$ cat src/rtl/atapi_pio_pkg.sv
package atapi_pio_pkg;

  typedef enum logic [1:0] {
    XS_IDLE,
    XS_CMDIN,
    XS_BUSY,
    XS_RDOUT
  } xferState_e;

  typedef struct packed {
    logic enterCmd;
    logic pktWrite;
    logic enterRead;
    logic readStep;
    logic readOpen;
  } dpStrobe_t;

  localparam logic [2:0] RA_DATA    = 3'd0;
  localparam logic [2:0] RA_ERRFEAT = 3'd1;
  localparam logic [2:0] RA_COUNT   = 3'd2;
  localparam logic [2:0] RA_BCLO    = 3'd3;
  localparam logic [2:0] RA_BCHI    = 3'd4;
  localparam logic [2:0] RA_STATCMD = 3'd5;
  localparam logic [2:0] RA_CTRL    = 3'd6;

  localparam int unsigned SB_BSY = 7;
  localparam int unsigned SB_DRQ = 3;
  localparam int unsigned CTRL_MASK_BIT = 1;

  localparam logic [7:0] STAT_RESET = 8'h50;
  localparam logic [7:0] STAT_XFER  = 8'h48;
  localparam logic [7:0] STAT_ABORT = 8'h51;

  localparam logic [7:0] CMD_PACKET = 8'hA0;
  localparam logic [7:0] CMD_NOP    = 8'h00;

  localparam logic [7:0] CNT_TO_DEV = 8'h01;
  localparam logic [7:0] CNT_TO_HOST = 8'h02;

endpackage

$ cat src/rtl/atapi_pio_fsm.sv
module atapi_pio_fsm
  import atapi_pio_pkg::*;
(
  input  logic       clk,
  input  logic       rstN,
  input  logic       hostWrEn,
  input  logic       hostRdEn,
  input  logic [2:0] hostAddr,
  input  logic [7:0] cmdByte,
  input  logic       startRead,
  input  logic       pktLast,
  input  logic       lastStep,
  input  logic       blkEnd,
  output dpStrobe_t  strobe,
  output logic [7:0] statusVal,
  output logic       irqPending,
  output logic       pktReady
);

  xferState_e state, stateNxt;
  logic [7:0] statusNxt;
  logic       raiseIrq, clearIrq, pktRdyNxt, cmdWr;

  always_comb begin
    stateNxt  = state;
    statusNxt = statusVal;
    raiseIrq  = 1'b0;
    clearIrq  = 1'b0;
    pktRdyNxt = 1'b0;
    strobe    = '0;
    strobe.readOpen = (state == XS_RDOUT);
    cmdWr = hostWrEn && (hostAddr == RA_STATCMD);

    if (cmdWr) begin
      clearIrq = 1'b1;
      if (cmdByte == CMD_PACKET) begin
        stateNxt        = XS_CMDIN;
        statusNxt       = STAT_XFER;
        strobe.enterCmd = 1'b1;
      end else if (cmdByte == CMD_NOP) begin
        stateNxt  = XS_IDLE;
        statusNxt = STAT_ABORT;
        raiseIrq  = 1'b1;
      end
    end else begin
      if (hostWrEn && hostAddr == RA_DATA && state == XS_CMDIN) begin
        strobe.pktWrite = 1'b1;
        if (pktLast) begin
          stateNxt          = XS_BUSY;
          statusNxt[SB_DRQ] = 1'b0;
          statusNxt[SB_BSY] = 1'b1;
          pktRdyNxt         = 1'b1;
        end
      end
      if (hostRdEn && hostAddr == RA_DATA && state == XS_RDOUT) begin
        strobe.readStep = 1'b1;
        if (lastStep) begin
          stateNxt          = XS_IDLE;
          statusNxt[SB_DRQ] = 1'b0;
          raiseIrq          = 1'b1;
        end else if (blkEnd) begin
          raiseIrq = 1'b1;
        end
      end
      if (hostRdEn && hostAddr == RA_STATCMD && !statusVal[SB_BSY]) begin
        clearIrq = 1'b1;
      end
      if (startRead && state == XS_BUSY) begin
        strobe.enterRead = 1'b1;
        stateNxt         = XS_RDOUT;
        statusNxt        = STAT_XFER;
        raiseIrq         = 1'b1;
      end
    end
  end

  always_ff @(posedge clk) begin
    if (!rstN) begin
      state      <= XS_IDLE;
      statusVal  <= STAT_RESET;
      irqPending <= 1'b0;
      pktReady   <= 1'b0;
    end else begin
      state      <= stateNxt;
      statusVal  <= statusNxt;
      irqPending <= raiseIrq | (irqPending & ~clearIrq);
      pktReady   <= pktRdyNxt;
    end
  end

endmodule

$ cat src/rtl/atapi_pio_dpath.sv
module atapi_pio_dpath
  import atapi_pio_pkg::*;
#(
  parameter int LEN_W     = 16,
  parameter int BUF_WORDS = 256,
  parameter int PKT_WORDS = 6,
  localparam int BUF_AW   = $clog2(BUF_WORDS),
  localparam int PKT_IW   = $clog2(PKT_WORDS)
) (
  input  logic                   clk,
  input  logic                   rstN,
  input  dpStrobe_t              strobe,
  input  logic [7:0]             statusVal,
  input  logic                   hostWrEn,
  input  logic [2:0]             hostAddr,
  input  logic [15:0]            hostWrData,
  output logic [15:0]            hostRdData,
  input  logic                   bufWrEn,
  input  logic [BUF_AW-1:0]      bufWrAddr,
  input  logic [15:0]            bufWrData,
  input  logic [LEN_W-1:0]       rdLength,
  output logic [16*PKT_WORDS-1:0] pktData,
  output logic                   irqMask,
  output logic                   pktLast,
  output logic                   lastStep,
  output logic                   blkEnd
);

  logic [7:0] featureReg, errorReg, countReg, bcLoReg, bcHiReg, ctrlReg;
  logic [LEN_W-1:0] blockLen, totalLen, offset, blockLeft, blockReload;
  logic [LEN_W:0]   nextOff;
  logic [PKT_IW-1:0] pktIdx;
  logic [15:0] pktMem [PKT_WORDS];
  logic [15:0] bufMem [BUF_WORDS];
  logic [15:0] rdWord;
  logic [LEN_W-1:0] readReload;

  assign nextOff    = {1'b0, offset} + (LEN_W+1)'(2);
  assign lastStep   = nextOff >= {1'b0, totalLen};
  assign blkEnd     = blockLeft <= LEN_W'(2);
  assign pktLast    = pktIdx == PKT_IW'(PKT_WORDS-1);
  assign irqMask    = ctrlReg[CTRL_MASK_BIT];
  assign rdWord     = bufMem[offset[BUF_AW:1]];
  assign readReload = (blockLen == '0) ? rdLength : blockLen;

  for (genvar gi = 0; gi < PKT_WORDS; gi++) begin : g_pkt
    assign pktData[16*gi +: 16] = pktMem[gi];
  end

  always_ff @(posedge clk) begin
    if (!rstN) begin
      featureReg  <= '0;
      errorReg    <= '0;
      countReg    <= '0;
      bcLoReg     <= '0;
      bcHiReg     <= '0;
      ctrlReg     <= '0;
      blockLen    <= '0;
      totalLen    <= '0;
      offset      <= '0;
      blockLeft   <= '0;
      blockReload <= '0;
      pktIdx      <= '0;
    end else begin
      if (hostWrEn) begin
        case (hostAddr)
          RA_ERRFEAT: featureReg <= hostWrData[7:0];
          RA_COUNT:   countReg   <= hostWrData[7:0];
          RA_BCLO:    bcLoReg    <= hostWrData[7:0];
          RA_BCHI:    bcHiReg    <= hostWrData[7:0];
          RA_CTRL:    ctrlReg    <= hostWrData[7:0];
          default: ;
        endcase
      end
      if (strobe.enterCmd) begin
        errorReg <= {6'b0, featureReg[1:0]};
        countReg <= CNT_TO_DEV;
        blockLen <= LEN_W'({bcHiReg, bcLoReg});
        pktIdx   <= '0;
      end
      if (strobe.pktWrite) begin
        pktIdx <= pktIdx + PKT_IW'(1);
      end
      if (strobe.enterRead) begin
        countReg    <= CNT_TO_HOST;
        bcLoReg     <= rdLength[7:0];
        bcHiReg     <= 8'(rdLength >> 8);
        totalLen    <= rdLength;
        offset      <= '0;
        blockReload <= readReload;
        blockLeft   <= readReload;
      end
      if (strobe.readStep) begin
        offset    <= nextOff[LEN_W-1:0];
        blockLeft <= blkEnd ? blockReload : blockLeft - LEN_W'(2);
      end
    end
  end

  always_ff @(posedge clk) begin
    if (strobe.pktWrite) pktMem[pktIdx] <= hostWrData;
  end

  always_ff @(posedge clk) begin
    if (bufWrEn) bufMem[bufWrAddr] <= bufWrData;
  end

  always_comb begin
    case (hostAddr)
      RA_DATA:    hostRdData = strobe.readOpen ? rdWord : 16'h0;
      RA_ERRFEAT: hostRdData = {8'h0, errorReg};
      RA_COUNT:   hostRdData = {8'h0, countReg};
      RA_BCLO:    hostRdData = {8'h0, bcLoReg};
      RA_BCHI:    hostRdData = {8'h0, bcHiReg};
      RA_STATCMD: hostRdData = {8'h0, statusVal};
      RA_CTRL:    hostRdData = {8'h0, ctrlReg};
      default:    hostRdData = 16'h0;
    endcase
  end

endmodule

$ cat src/rtl/atapi_pio_xfer.sv
module atapi_pio_xfer
  import atapi_pio_pkg::*;
#(
  parameter int LEN_W     = 16,
  parameter int BUF_WORDS = 256,
  localparam int BUF_AW   = $clog2(BUF_WORDS),
  localparam int PKT_WORDS = 6
) (
  input  logic                    clk,
  input  logic                    rstN,
  input  logic                    hostWrEn,
  input  logic                    hostRdEn,
  input  logic [2:0]              hostAddr,
  input  logic [15:0]             hostWrData,
  output logic [15:0]             hostRdData,
  input  logic                    bufWrEn,
  input  logic [BUF_AW-1:0]       bufWrAddr,
  input  logic [15:0]             bufWrData,
  input  logic                    startRead,
  input  logic [LEN_W-1:0]        rdLength,
  output logic                    pktReady,
  output logic [16*PKT_WORDS-1:0] pktData,
  output logic                    irqOut
);

  dpStrobe_t  strobe;
  logic [7:0] statusVal;
  logic       irqPending, irqMask, pktLast, lastStep, blkEnd;

  atapi_pio_fsm u_fsm (
    .clk        (clk),
    .rstN       (rstN),
    .hostWrEn   (hostWrEn),
    .hostRdEn   (hostRdEn),
    .hostAddr   (hostAddr),
    .cmdByte    (hostWrData[7:0]),
    .startRead  (startRead),
    .pktLast    (pktLast),
    .lastStep   (lastStep),
    .blkEnd     (blkEnd),
    .strobe     (strobe),
    .statusVal  (statusVal),
    .irqPending (irqPending),
    .pktReady   (pktReady)
  );

  atapi_pio_dpath #(
    .LEN_W     (LEN_W),
    .BUF_WORDS (BUF_WORDS),
    .PKT_WORDS (PKT_WORDS)
  ) u_dpath (
    .clk        (clk),
    .rstN       (rstN),
    .strobe     (strobe),
    .statusVal  (statusVal),
    .hostWrEn   (hostWrEn),
    .hostAddr   (hostAddr),
    .hostWrData (hostWrData),
    .hostRdData (hostRdData),
    .bufWrEn    (bufWrEn),
    .bufWrAddr  (bufWrAddr),
    .bufWrData  (bufWrData),
    .rdLength   (rdLength),
    .pktData    (pktData),
    .irqMask    (irqMask),
    .pktLast    (pktLast),
    .lastStep   (lastStep),
    .blkEnd     (blkEnd)
  );

  assign irqOut = irqPending & ~irqMask;

endmodule

$ cat config.mk
export PLATFORM = sky130hd
export DESIGN_NAME = atapi_pio_xfer
export DESIGN_NICKNAME = d
export VERILOG_FILES = /design/src/rtl/atapi_pio_pkg.sv /design/src/rtl/atapi_pio_fsm.sv /design/src/rtl/atapi_pio_dpath.sv /design/src/rtl/atapi_pio_xfer.sv
export SDC_FILE = /design/constraint.sdc
export NUM_CORES = 2
export LEC_CHECK = 0
export ABC_AREA = 0
export BUFFER_PORTS_ARGS = -buffer_cell sky130_fd_sc_hd__clkbuf_2
export CAP_MARGIN = 0
export CELL_PAD_IN_SITES_DETAIL_PLACEMENT = 1
export CELL_PAD_IN_SITES_GLOBAL_PLACEMENT = 2
export CORE_UTILIZATION = 30
export CTS_BUF_LIST = sky130_fd_sc_hd__clkbuf_4 sky130_fd_sc_hd__clkbuf_8
export DETAILED_ROUTE_END_ITERATION = 7
export PLACE_DENSITY = 0.54
export SKIP_CTS_REPAIR_TIMING = 1
export SLEW_MARGIN = 20
export SYNTH_ARGS = -nofsm -noshare
export SYNTH_HDL_FRONTEND = slang
export SYNTH_MEMORY_MAX_BITS = 65536
export SYNTH_SLANG_ARGS = --single-unit
export TNS_END_PERCENT = 100
$ cat constraint.sdc
create_clock -name clk -period 10.73 [get_ports clk]
set_input_delay 2.146 -clock clk [delete_from_list [all_inputs] [get_ports clk]]
set_output_delay 2.146 -clock clk [all_outputs]
set_load 0.1 [all_outputs]
==> reports/metrics.yaml <==
critical_path:
  reg2reg_slack_ns: 6.48
  end_kind: "primary output"
  critPathLaunchType: "register"
  criticalPathCategory: "register to primary output"
  cp_max_fo: 24
  required_ns: 8.58
  crit_family: "compound AO/OA/AOI/OAI gates"
  crit_arrival_ns: 6.75
  slowest_delay_ns: 0.87
  crit_chain: "and2_1, buf_4, nand2_4, buf_4, o22a_1, o221ai_1, or4_1, a21oi_1, a311o_1, clkbuf_2"
  cp_num_buf_inv: 3
  cpMaxStageDelayCell: "a21oi_1"
  path_common_cell: "buf_4"
synthesis:
  synth-edff-count: 4192
  synthArstFlopShare: 0
  synth_area_per_cell_sq_um: 21.2
  syn_area_sq_um: 166000
  ys_seq_area_frac: 0.775
  yosys_warnings: 0
  synth_cells: 7831
  synth_cell_type_count: 66
  ys_seq_elements: 4327
  synth-main-ff-cell: "edfxtp_1"
  mappedNetlistNets: 7915
floorplan:
  start_util: 0.302
  fp.coreArea_sq_um: 550000
  dieWidth_um: 746
  pin_count: 179
  die_area_sq_um: 556000
  core.rowCount: 272
  die_h_um: 746
pwr:
  p_per_area_nw_per_um2: 176
  switching_power_mw: 7.42
  comb_power_share: 0.014
  p_int_mw: 26.3
  p_leak_nw: 58.5
  power_frac_clock: 0.435
  peakVddDrop_mv: 0.128
  p_seq_frac: 0.551
  swShare: 0.220
timing:
  finalSetupTns_ns: 0
  fin_skew_ns: 0.104
  post-route-min-period_ns: 8.89
  rsz0062_at_grt: "false"
  slew-limit-headroom: 0.152
  fmax_mhz: 112
  worstMarginPinSlew_ns: 1.27
  finalSetupViolCount: 0
  hold_viol_final: 0
  min_period_over_period: 0.829
  drv_slew: 0
routing:
  via_count: 85000
  dr.pass1.iters: 5
  ant_nets: 0
  drc: 0
  routed_wl_mm: 532
  drt_iter0_drc: 7905
  vias_per_cell: 5.13
  routedWlPerCell_um: 32.1
grt:
  grt_pass1_wl_mm: 730
  grt_pass1_vias: 89700
  gr-total-overflow: 0
  grt_max_degree: 138
  antenna_found_initial: 42
  grtUsageTotal: 0.185
clock_tree:
  cts_inserted_buffers: 737
  cts_max_level: 6
  cts-root-buf: "clkbuf_8"
  clk_path_buf_depth: 4
  clk_transition_reported_paths_ns: 0.06
  cts.sinks: 4327
  tritoncts: "done"
  clk-insertion-delay-late_ns: 1.31
final_layout:
  finalNetCount: 8810
  fillerInstances: 53800
  layoutNonFillerInstCount: 16600
  syn_to_final_growth_pct: 15.7
  drive_above_1_share: 0.312
  layout_common_cells: "edfxtp_1, mux4_2, clkbuf_8"
  layout_commonest_cell: "edfxtp_1"
placement:
  gp_congestion: 0.810
  io_buffers: 178
  dp_cells: 15200
  place_hpwl_mm: 327
flow_run:
  drv_cap: 0
status:
  outcome: "completed"
min_path:
  hold_class: "register to register"
## state kept, by name (all words and copies together), names as in the netlist, named ones only
| register | flops |
|---|---|
| u_dpath.bufMem | 4096 |
| u_dpath.errorReg | 2 |
| u_dpath.pktMem | 96 |
| u_dpath.blockLeft | 16 |
| u_dpath.featureReg | 2 |
| u_dpath.blockReload | 16 |
| u_dpath.countReg | 8 |
| u_fsm.pktReady | 1 |
| u_dpath.blockLen | 16 |
| u_dpath.bcHiReg | 8 |
| u_dpath.offset | 15 |
| u_dpath.bcLoReg | 8 |
| u_dpath.ctrlReg | 8 |
| u_fsm.statusVal | 5 |
| u_fsm.irqPending | 1 |
| u_fsm.state | 2 |
| u_dpath.totalLen | 16 |
| u_dpath.pktIdx | 3 |
## cell type report
type / instances / area (sq um) / area share
clock inverter: 283 / 1960 / 0.0102
tap: 7261 / 9080 / 0.0473
multi-input combinational: 3029 / 35300 / 0.184
clock buffer: 1024 / 12300 / 0.0643
inverter: 28 / 113 / 0.000586
antenna: 26 / 65.1 / 0.000339
sequential: 4327 / 129000 / 0.670
timing repair buffer: 603 / 4550 / 0.0237
## worst reg2reg max path, stage by stage (launching register included)
cell and delay, ns:
dfxtp_1 0.41, nand3_1 0.23, nor4_1 0.65, and2_1 0.25
nand3_1 0.10, xnor2_1 0.35, ha_1 0.32, nand3_1 0.13
nor3_1 0.08, a221oi_1 0.29, o211ai_1 0.14, a211oi_1 0.58
a21oi_1 0.26, o31a_1 0.33
## routing by layer
layer	wire length [um]	GRT usage	share of wire	vias up
li1	-	-	-	34700
met3	30900	0.0330	0.058	741
met1	225000	0.248	0.42	46800
met2	259000	0.309	0.49	2767
met5	48	0	0.000090	-
met4	17000	0.0570	0.032	8
## per-stage QoR
stage          cell area (sq um)  setup slack, ns  power, mW  utilization  hold slack (ns)
2_1_floorplan             166000             2.76       19.0            -            0.418
3_3_place_gp              178000             2.55       19.4        0.323            0.429
3_5_place_dp              178000             2.66       19.4        0.323            0.431
4_1_cts                   192000             1.81       34.2        0.349            0.448
5_1_grt                   192000             1.88       34.8        0.349            0.472
6_report                  192000             1.84       33.7        0.349            0.449
## Yosys cell counts (34+ instances only)
cell	count	area, sq um
buf_2	108	541
o22ai_1	181	1130
mux4_2	1017	22900
a22oi_1	108	811
nor2_1	394	1480
o21ai_0	64	320
buf_4	63	473
nor2b_1	46	288
buf_6	42	473
a32oi_1	34	298
nand3_1	108	541
clkbuf_1	198	743
a211oi_1	34	255
a21boi_0	53	398
dfxtp_1	135	2700
edfxtp_1	4192	126000
buf_1	36	135
a21oi_1	91	455
mux2i_1	165	1650
nand2_1	341	1280
## power by group through the flow
stage               sequential (mW)  combinational, mW  clock (mW)
global placement               18.9              0.468           0
floorplan                      18.9             0.0718           0
CTS                            18.6              0.496        15.1
detailed placement             18.9              0.497           0
global route                   18.6              0.514        15.7
finish                         18.6              0.483        14.7
## final timing paths
kind	start	endpoint	depth (start not counted)
min	u_fsm.statusVal[6]	u_fsm.statusVal[6]	1
min reg2reg	u_fsm.statusVal[6]	u_fsm.statusVal[6]	1
max	register	hostRdData[12]	10
max reg2reg	u_dpath.offset[3]	u_fsm.irqPending	13
## cell families (layout without fill, tap and decap cells)
logic type,Yosys count,in the layout,share of synthesized area
AND/OR/NAND/NOR,1068,1068,0.0284
multiplexers,1198,1198,0.149
adder cells (fa/ha/maj),19,19,0.00143
other,0,26,0
buffers and inverters,475,1938,0.0149
XOR/XNOR,24,24,0.00127
flip-flops,4327,4327,0.775
AO/OA/AOI/OAI,720,720,0.0299
(Power assumes the default switching activity.)
